`config.mk`:
```
export PLATFORM = sky130hd
export DESIGN_NAME = icache_fill_ctrl
export DESIGN_NICKNAME = d
export VERILOG_FILES = /design/src/rtl/icf_pkg.sv /design/src/rtl/icf_tag_store.sv /design/src/rtl/icf_data_store.sv /design/src/rtl/icf_hw_pack.sv /design/src/rtl/icache_fill_ctrl.sv
export SDC_FILE = /design/constraint.sdc
export NUM_CORES = 2
export LEC_CHECK = 0
export ABC_AREA = 1
export ABC_CLOCK_PERIOD_IN_PS = 3400
export BUFFER_PORTS_ARGS = -buffer_cell sky130_fd_sc_hd__buf_2
export CORE_ASPECT_RATIO = 1.2
export CORE_MARGIN = 5
export CORE_UTILIZATION = 30
export DETAILED_ROUTE_END_ITERATION = 6
export GPL_ROUTABILITY_DRIVEN = 0
export SLEW_MARGIN = 10
export SYNTH_ARGS = -nofsm -noshare
export SYNTH_HDL_FRONTEND = slang
export SYNTH_SLANG_ARGS = --single-unit
```
`constraint.sdc`:
```
create_clock -name clk -period 3.4 [get_ports clk]
set_input_delay 0.17 -clock clk [delete_from_list [all_inputs] [get_ports clk]]
set_output_delay 0.17 -clock clk [all_outputs]
set_load 0.005 [all_outputs]
```
`src/rtl/icf_pkg.sv`:
```
package icf_pkg;
  typedef enum logic [2:0] {
    ST_IDLE,
    ST_LOOK,
    ST_REQ,
    ST_XFER,
    ST_COMMIT
  } icf_state_e;
endpackage

```
`src/rtl/icf_tag_store.sv`:
```
module icf_tag_store #(
  parameter int IDX_W = 4,
  parameter int TAG_W = 12
) (
  input  logic             clk,
  input  logic             rst,
  input  logic [IDX_W-1:0] rd_idx,
  output logic [TAG_W-1:0] rd_tag,
  output logic             rd_valid,
  input  logic             wr_en,
  input  logic [IDX_W-1:0] wr_idx,
  input  logic [TAG_W-1:0] wr_tag
);
  localparam int LINES = 1 << IDX_W;

  logic [TAG_W-1:0] tag_mem [LINES];
  logic [LINES-1:0] vld;

  // tag array: no reset so it maps onto block RAM
  always_ff @(posedge clk) begin
    if (wr_en) tag_mem[wr_idx] <= wr_tag;
    rd_tag <= tag_mem[rd_idx];
  end

  // valid bits live in flops so reset clears them
  always_ff @(posedge clk) begin
    if (rst) begin
      vld      <= '0;
      rd_valid <= 1'b0;
    end else begin
      if (wr_en) vld[wr_idx] <= 1'b1;
      rd_valid <= vld[rd_idx];
    end
  end
endmodule

```
`src/rtl/icf_data_store.sv`:
```
module icf_data_store #(
  parameter int AW = 6
) (
  input  logic          clk,
  input  logic          wr_en,
  input  logic [AW-1:0] wr_addr,
  input  logic [31:0]   wr_data,
  input  logic [AW-1:0] rd_addr,
  output logic [31:0]   rd_data
);
  localparam int DEPTH = 1 << AW;

  logic [31:0] mem [DEPTH];

  always_ff @(posedge clk) begin
    if (wr_en) mem[wr_addr] <= wr_data;
    rd_data <= mem[rd_addr];
  end
endmodule

```
`src/rtl/icf_hw_pack.sv`:
```
module icf_hw_pack (
  input  logic        clk,
  input  logic        take,
  input  logic        upper,
  input  logic [15:0] hw_in,
  output logic [31:0] word
);
  logic [15:0] lo_q;

  always_ff @(posedge clk) begin
    if (take && !upper) lo_q <= hw_in;
  end

  assign word = {hw_in, lo_q};
endmodule

```
`src/rtl/icache_fill_ctrl.sv`:
```
module icache_fill_ctrl #(
  parameter int ADDR_W     = 20,
  parameter int IDX_W      = 4,
  parameter int LINE_WORDS = 4
) (
  input  logic                  clk,
  input  logic                  rst,
  input  logic                  cache_en,
  input  logic [(1<<IDX_W)-1:0] line_lock,
  input  logic                  core_req,
  input  logic                  core_instr,
  input  logic [ADDR_W-1:0]     core_addr,
  output logic                  core_ready,
  output logic                  rsp_valid,
  output logic [31:0]           rsp_data,
  output logic                  bus_req,
  input  logic                  bus_gnt,
  output logic                  mem_rd,
  output logic [ADDR_W-1:0]     mem_addr,
  input  logic [15:0]           mem_rdata,
  input  logic                  mem_ack
);
  import icf_pkg::*;

  localparam int OFF_W   = $clog2(LINE_WORDS);
  localparam int CNT_W   = OFF_W + 1;
  localparam int HW_LINE = 2 * LINE_WORDS;
  localparam int TAG_W   = ADDR_W - IDX_W - OFF_W - 2;
  localparam int DA_W    = IDX_W + OFF_W;
  localparam logic [CNT_W-1:0] LAST_FILL   = CNT_W'(HW_LINE - 1);
  localparam logic [CNT_W-1:0] LAST_SINGLE = CNT_W'(1);

  icf_state_e state;

  logic [ADDR_W-1:0] addr_q;
  logic              instr_q;
  logic              fill_q;
  logic [CNT_W-1:0]  cnt_q;
  logic [31:0]       result_q;

  logic [IDX_W-1:0]  idx_q;
  logic [TAG_W-1:0]  tag_a;
  logic [OFF_W-1:0]  woff_q;
  logic [TAG_W-1:0]  rd_tag;
  logic              rd_valid;
  logic [31:0]       rd_word;
  logic [31:0]       packed_word;
  logic              hit;
  logic              do_fill;
  logic              hw_last;
  logic              took_hw;
  logic              dwr_en;
  logic              twr_en;
  logic [ADDR_W-1:0] line_base;
  logic [ADDR_W-1:0] word_base;

  // address fields of the captured request
  assign idx_q  = addr_q[2+OFF_W +: IDX_W];
  assign tag_a  = addr_q[ADDR_W-1 -: TAG_W];
  assign woff_q = addr_q[2 +: OFF_W];

  assign line_base = {addr_q[ADDR_W-1:2+OFF_W], {(OFF_W+2){1'b0}}};
  assign word_base = {addr_q[ADDR_W-1:2], 2'b00};

  // lookup and miss decisions, all taken in ST_LOOK
  assign hit     = instr_q && cache_en && rd_valid && (rd_tag == tag_a);
  assign do_fill = instr_q && cache_en && !line_lock[idx_q];

  // burst progress
  assign took_hw = (state == ST_XFER) && mem_ack;
  assign hw_last = cnt_q == (fill_q ? LAST_FILL : LAST_SINGLE);
  assign dwr_en  = took_hw && cnt_q[0] && fill_q;
  assign twr_en  = (state == ST_COMMIT);

  assign core_ready = (state == ST_IDLE);

  icf_tag_store #(
    .IDX_W(IDX_W),
    .TAG_W(TAG_W)
  ) u_tags (
    .clk     (clk),
    .rst     (rst),
    .rd_idx  (core_addr[2+OFF_W +: IDX_W]),
    .rd_tag  (rd_tag),
    .rd_valid(rd_valid),
    .wr_en   (twr_en),
    .wr_idx  (idx_q),
    .wr_tag  (tag_a)
  );

  icf_data_store #(
    .AW(DA_W)
  ) u_data (
    .clk    (clk),
    .wr_en  (dwr_en),
    .wr_addr({idx_q, cnt_q[CNT_W-1:1]}),
    .wr_data(packed_word),
    .rd_addr(core_addr[2 +: DA_W]),
    .rd_data(rd_word)
  );

  icf_hw_pack u_pack (
    .clk  (clk),
    .take (took_hw),
    .upper(cnt_q[0]),
    .hw_in(mem_rdata),
    .word (packed_word)
  );

  // keep the requested word while the remainder of the line streams in
  always_ff @(posedge clk) begin
    if (took_hw && cnt_q[0] && (!fill_q || cnt_q[CNT_W-1:1] == woff_q))
      result_q <= packed_word;
  end

  always_ff @(posedge clk) begin
    if (rst) begin
      state     <= ST_IDLE;
      addr_q    <= '0;
      instr_q   <= 1'b0;
      fill_q    <= 1'b0;
      cnt_q     <= '0;
      rsp_valid <= 1'b0;
      rsp_data  <= '0;
      bus_req   <= 1'b0;
      mem_rd    <= 1'b0;
      mem_addr  <= '0;
    end else begin
      rsp_valid <= 1'b0;
      case (state)
        ST_IDLE: begin
          if (core_req) begin
            addr_q  <= core_addr;
            instr_q <= core_instr;
            state   <= ST_LOOK;
          end
        end
        ST_LOOK: begin
          if (hit) begin
            rsp_valid <= 1'b1;
            rsp_data  <= rd_word;
            state     <= ST_IDLE;
          end else begin
            fill_q   <= do_fill;
            cnt_q    <= '0;
            bus_req  <= 1'b1;
            mem_addr <= do_fill ? line_base : word_base;
            state    <= ST_REQ;
          end
        end
        ST_REQ: begin
          if (bus_gnt) begin
            mem_rd <= 1'b1;
            state  <= ST_XFER;
          end
        end
        ST_XFER: begin
          if (mem_ack) begin
            cnt_q    <= cnt_q + CNT_W'(1);
            mem_addr <= mem_addr + ADDR_W'(2);
            if (hw_last) begin
              mem_rd  <= 1'b0;
              bus_req <= 1'b0;
              if (fill_q) begin
                state <= ST_COMMIT;
              end else begin
                rsp_valid <= 1'b1;
                rsp_data  <= packed_word;
                state     <= ST_IDLE;
              end
            end
          end
        end
        ST_COMMIT: begin
          rsp_valid <= 1'b1;
          rsp_data  <= result_q;
          state     <= ST_IDLE;
        end
        default: state <= ST_IDLE;
      endcase
    end
  end
endmodule

```
; Yosys cells after proc, flatten, opt, wreduce, memory -nomap -nowiden
; Memories as Yosys holds them, arrays and structs flattened. A register that Yosys moved wholly into a read port is not among the register bits.
; Cells that the tools add are included.
[word_totals]
output_inout_bits = 56
reg_bits = 148
mem_bits_ro = 0
n_memories = 2
ramBits = 2240
latch_bits = 0
[classes]
order_cmp = 3
n_reduce_logical = 25
shifts = 0
n_div = 0
mux = 41
n_mul = 0
bitwise_logic = 2
add_sub_neg = 2
n_eq_ne = 14
[memory_table]
columns = name, words, word_bits, rd, rd_clocked_by_memory_dff, wr, line
row1 = u_data.mem, 64, 32, 1, 1, 1, icf_data_store.sv:13  ; logic [31:0] mem [DEPTH];
row2 = u_tags.tag_mem, 16, 12, 1, 1, 1, icf_tag_store.sv:16  ; logic [TAG_W-1:0] tag_mem [LINES];
[ops]
columns = cell, count
row1 = $mux 32, 4
row2 = $pmux 32 s3, 1
row3 = $mux 20, 2
row4 = $pmux 20 s2, 1
row5 = $mux 3, 8
row6 = $add 20x2->20 const B, 1
row7 = $or 16x16->16, 1
row8 = $mux 1, 15
row9 = $ne 2x2->1 const B, 7
row10 = $eq 12x12->1, 1
row11 = $pmux 3 s4, 1
row12 = $reduce_and 4->1, 3
row13 = $logic_and 1x1->1, 10
row14 = $lt 4x5->1 const B, 2
row15 = $bmux 1 s4, 2
row16 = $eq 3x2->1 const B, 2
row17 = $pmux 3 s2, 1
row18 = $reduce_and 5->1, 1
row19 = $demux 1 s4, 1
row20 = $ge 4x1->1 const B, 1
row21 = $mux 4, 1
row22 = $pmux 1 s2, 2
row23 = $reduce_and 2->1, 2
row24 = $reduce_bool 2->1, 2
row25 = other kinds (13), 15

; Depth between registers and ports, before layout
[depth]
depth_word = 7
ltp_mapped = 13
mapped_depth_nobuf = 12

; Hierarchy
; A second synthesis with hierarchy kept.
[hier_totals]
cells_unflattened = 8367
hier_area_um2 = 97825.1
[by_module_without_submodules]
columns = module, seq_area_each_um2, n_inst, cells_each, area_per_inst_um2
row1 = icf_data_store, 62139.6, 1, 6769, 82738.1
row2 = icf_tag_store, 6346.1, 1, 700, 8603.3
row3 = icache_fill_ctrl, 2562.5, 1, 864, 5873.1
row4 = icf_hw_pack, 480.5, 1, 34, 610.6

; Least setup slack after synthesis
; No wires, ideal clock.
[synth_timing]
path_type = flip-flop to flip-flop
start = reg state[1]
end = mem u_data.mem[0][0], enable pin
arrival_ns = 2.691
slack_ns = 0.288
setup_time_ns = 0.421
period_less_slack_ns = 3.112
required_ns = 2.979
stages_incl_launch_ff = 10
path_cell_list = dfxtp_1 -> buf_2 -> nand3_4 -> inv_2 -> nand2_2 -> nor2_2 -> inv_2 -> nor3_4 -> nand3_1 -> nor2_1
[synth_via]
elab_chain_len = 6
[synth_lines]
columns = item, line
row1 = "start, declared", icache_fill_ctrl.sv:33  ; icf_state_e state;
row2 = "start signal, assigned", icache_fill_ctrl.sv:118  ; state <= ST_IDLE;
row3 = "start signal, assigned", icache_fill_ctrl.sv:135  ; state <= ST_LOOK;
row4 = "start signal, assigned", icache_fill_ctrl.sv:142  ; state <= ST_IDLE;
row5 = $eq 3x2->1, icache_fill_ctrl.sv:70  ; assign took_hw = (state == ST_XFER) && mem_ack;
row6 = $logic_and 1x1->1, icache_fill_ctrl.sv:70
row7 = $logic_and 1x1->1 (2 in a row), icache_fill_ctrl.sv:72  ; assign dwr_en = took_hw && cnt_q[0] && fill_q;
row8 = $mux 1, icf_data_store.sv:16  ; if (wr_en) mem[wr_addr] <= wr_data;
row9 = $mux 1 (implied by the code), icf_data_store.sv:16
row10 = "end, declared", icf_data_store.sv:13
; No other way between the ends.

; Final worst setup path
[layout_timing]
start = reg addr_q[4]
end = reg mem_addr[3]
[layout_via]
elab_chain_len = 7
[layout_lines]
columns = item, line
row1 = "start, declared", icache_fill_ctrl.sv:35  ; logic [ADDR_W-1:0] addr_q;
row2 = "start signal, assigned", icache_fill_ctrl.sv:133  ; addr_q <= core_addr;
row3 = $bmux 1 s4, icache_fill_ctrl.sv:67  ; assign do_fill = instr_q && cache_en && !line_lock[idx_q];
row4 = $mux 1 (implied by the code), icache_fill_ctrl.sv:67
row5 = $logic_not 1->1, icache_fill_ctrl.sv:67
row6 = $logic_and 1x1->1, icache_fill_ctrl.sv:67
row7 = $mux 4, icache_fill_ctrl.sv:147  ; mem_addr <= do_fill ? line_base : word_base;
row8 = $mux 20, icache_fill_ctrl.sv:139  ; if (hit) begin
row9 = $pmux 20 s2, icache_fill_ctrl.sv:130  ; case (state)
row10 = "end signal, assigned", icache_fill_ctrl.sv:147
row11 = "end signal, assigned", icache_fill_ctrl.sv:160  ; mem_addr <= mem_addr + ADDR_W'(2);
row12 = "end, declared", icache_fill_ctrl.sv:19  ; output logic [ADDR_W-1:0] mem_addr,
; No other way between the ends. The select of a mux whose other input is x is not followed.
; A chain may end at the register's enable or synchronous reset.

==> impl_metrics.toml <==
[drt]
drt-vias-per-instance = 5.20
vias = 65000
finalWirelength_mm = 291
wl_per_cell_um = 23.3
met1Wirelength_mm = 116
drtAntennaViolNets = 0
wl_met2_mm = 139
drt_iter0_markers = 7488
firstDrtPassIters = 6
drc = 0
highest_layer = "met5"
wl_met3_mm = 23.8

[final_layout]
fin_nets = 8106
layout.cells.non_filler = 12500
fill_cells = 30800
layout-drive-gt1-share_pct = 10.7
design_area_sq_um = 112000
areaGrowthSynthToFinish_pct = 16.1

[power_and_ir_drop]
p_per_area_nw_per_um2 = 569
p_leak_uw = 0.0375
power_uw = 63800
vdd_drop_max_mv = 0.501

[logic_synthesis]
avgSynthCellArea_sq_um = 12.3
syn_nets = 7927
async_flop_share_pct = 0
syn_inst = 7866
yosysSeqAreaShare_pct = 74.1
ys_warn_count = 0
yosysUniqueCellTypes = 41
ys_seq_elements = 2429
synth.most_common_cell = "edfxtp_1"
synth_flop_cell = "edfxtp_1"
synth.area.top_cells = "edfxtp_1 (71%), nand2_1 (5.2%), nand3_1 (4.8%), o21ai_0 (4.2%), nor2_1 (3.8%)"
syn-cell-area_sq_um = 96500
synth_common_cells = "edfxtp_1 (2288), nand2_1 (1349), nor2_1 (965)"
synth_top_area_share_pct = 71.2
synth-edff-count = 2288
synth_largest_area_cell = "edfxtp_1"

[setup_path]
crit_path_top_delay_cell = "dlygate4sd3_1"
critPathArrivalTime_ps = 3880
start_kind = "flop"
slowest_delay_ps = 590
setup.worst_path.class = "flop to flop"
path_max_fanout = 8
crit_top_cell = "nor2_1"
cp-end-kind = "flop"
critical_path.cell_chain = "inv_1 -> nor2_2 -> a22oi_1 -> dlygate4sd3_1 -> nand2_1 -> dlygate4sd3_1 -> nand2_1 -> nand2_1 -> nor2_1 -> nor2_1 -> nor2_1 -> nor2_1"
required_ps = 4170

[die]
pin_count = 115
num_rows = 228
start_util_pct = 30.1
die-area_sq_um = 333000
die_w_um = 528
die_h_um = 631
core_sq_um = 321000

[cts]
clk_path_buf_depth = 3
clk-insertion-delay-late_ps = 890
cts_htree_levels = 4
cts_made_buffers = 235
cts-root-buf = "clkbuf_16"
cts_sinks = 2429
cts_tree = "built"
cts.reportedPaths.clkPinSlew_ps = 60

[timing]
setup_viol = 0
fin_setup_tns_ps = 0
tightestPinTransition_ps = 1180
max_slew_margin_pct = 21.0
fin_skew_ps = 30.4
timing.fmax_mhz = 321
rsz0062_at_grt = "false"
hold_violations = 0
fin_crit_sh_pct = 91.5
period_needed_ps = 3110
drv_slew = 0

[grt]
grtUsageTotal_pct = 16.9
grt_pass1_wl_mm = 422
grt_pass1_vias = 62700
grt-ovfl-total = 0
grt_max_degree = 152
antenna_found_initial = 11

[placement]
post_dp_cell_area_sq_um = 104000
hpwlAfterDp_mm = 166
numPortBuffers = 111
dp.cells = 12000

[run_status]
status = "completed"

[min_path]
min_path_type = "input pin to flop"

[job]
max_cap_viol_count = 0
[where the power goes]
part	internal [uW]	total (uW)	switching, uW
logic	1240	4560	3320
clock network	14800	26000	11200
registers	32900	33200	296
total	48900	63800	14800
[path summary, 6_finish.rpt]
kind	start	to	slack, ps	depth (start not counted)
worst max register to register	addr_q[4]$_SDFFE_PP0P_	mem_addr[3]$_SDFFE_PP0P_	290	12
worst min register to register	u_tags.vld[1]$_SDFFE_PP0N_	u_tags.vld[1]$_SDFFE_PP0N_	470	2
worst max-delay path	addr_q[4]$_SDFFE_PP0P_	mem_addr[3]$_SDFFE_PP0P_	290	12
worst min-delay path	mem_rdata[12]	u_data.mem[24][28]$_DFFE_PP_	60	1
[final cells by class]
cell class                 count  area, sq um  share of cell area (%)
sequential                  2429        71500                    63.8
clock buffer                 307         6350                    5.67
tap                         4255         5320                    4.75
timing repair buffer         470         4720                    4.21
clock inverter               134         1340                    1.19
multi-input combinational   4741        22100                    19.7
antenna                        7         17.5                  0.0156
inverter                     168          681                   0.607
[repair_timing]
action,4_1_cts,5_1_grt
setup buffers,0,0
endpoints found under the setup margin,0,3
gates resized for setup,0,2
hold buffers,46,0
endpoints found under the hold margin,287,0
[registers in the layout, indices dropped and copies added, names as in the netlist, 3 cells and up]
name	flops
state	3
addr_q	18
mem_addr	19
u_tags.rd_tag	12
result_q	32
cnt_q	3
u_tags.tag_mem	192
u_pack.lo_q	16
u_data.rd_data	32
u_tags.vld	16
u_data.mem	2048
rsp_data	32
[worst max-delay path, delay by kind of cell (launching register included)]
| kind | cells | cell delay, ps |
|---|---|---|
| compound gates | 1 | 180 |
| simple gates | 8 | 950 |
| flops | 1 | 410 |
| buf+inv | 3 | 1480 |
[cell families after synthesis]
kind of cell / Yosys count / share of synthesized area, %
AND/OR/NAND/NOR: 3293 / 14.2
adder cells (fa/ha/maj): 2 / 0.0259
buffers and inverters: 696 / 3.53
AO/OA/AOI/OAI: 1439 / 8.10
XOR/XNOR: 6 / 0.0544
flip-flops: 2429 / 74.1
other: 1 / 0.00389
[metrics by stage]
stage / utilization (%) / hold slack (ps) / worst slack (ps)
final: 34.9 / 62.2 / 287
after CTS: 34.9 / 8.13 / 25.9
after floorplan: - / 269 / 288
after global placement: 32.4 / 445 / 503
after global routing: 34.9 / 53.5 / 157
after detailed placement: 32.4 / 460 / 466
[metal layers]
| metal | GRT usage, % | up-vias |
|---|---|---|
| li1 | - | 28800 |
| met1 | 22.1 | 32600 |
| met2 | 27.8 | 3051 |
| met3 | 2.69 | 569 |
| met4 | 7.62 | 8 |
| met5 | 0 | - |
[cells in the final DEF (no fill, tap or decap), types with 11 or more instances in the layout]
cell type      count
inv_1            156
o22ai_1          336
clkbuf_16        238
clkbuf_1          55
nand2_1         1349
o211ai_1          16
nor3_2            11
clkbuf_8          15
bufinv_16         22
buf_4            209
clkinv_1          38
buf_2            106
o221ai_1          37
dlygate4sd3_1     46
o21ai_0          818
nor2_1           898
dfxtp_1          140
edfxtp_1        2288
nand3_1          934
a21oi_1          138
buf_12           105
nor2_4            64
o21ai_1           83
clkinv_2          52
No activity file was read; power rests on OpenSTA's default activity.
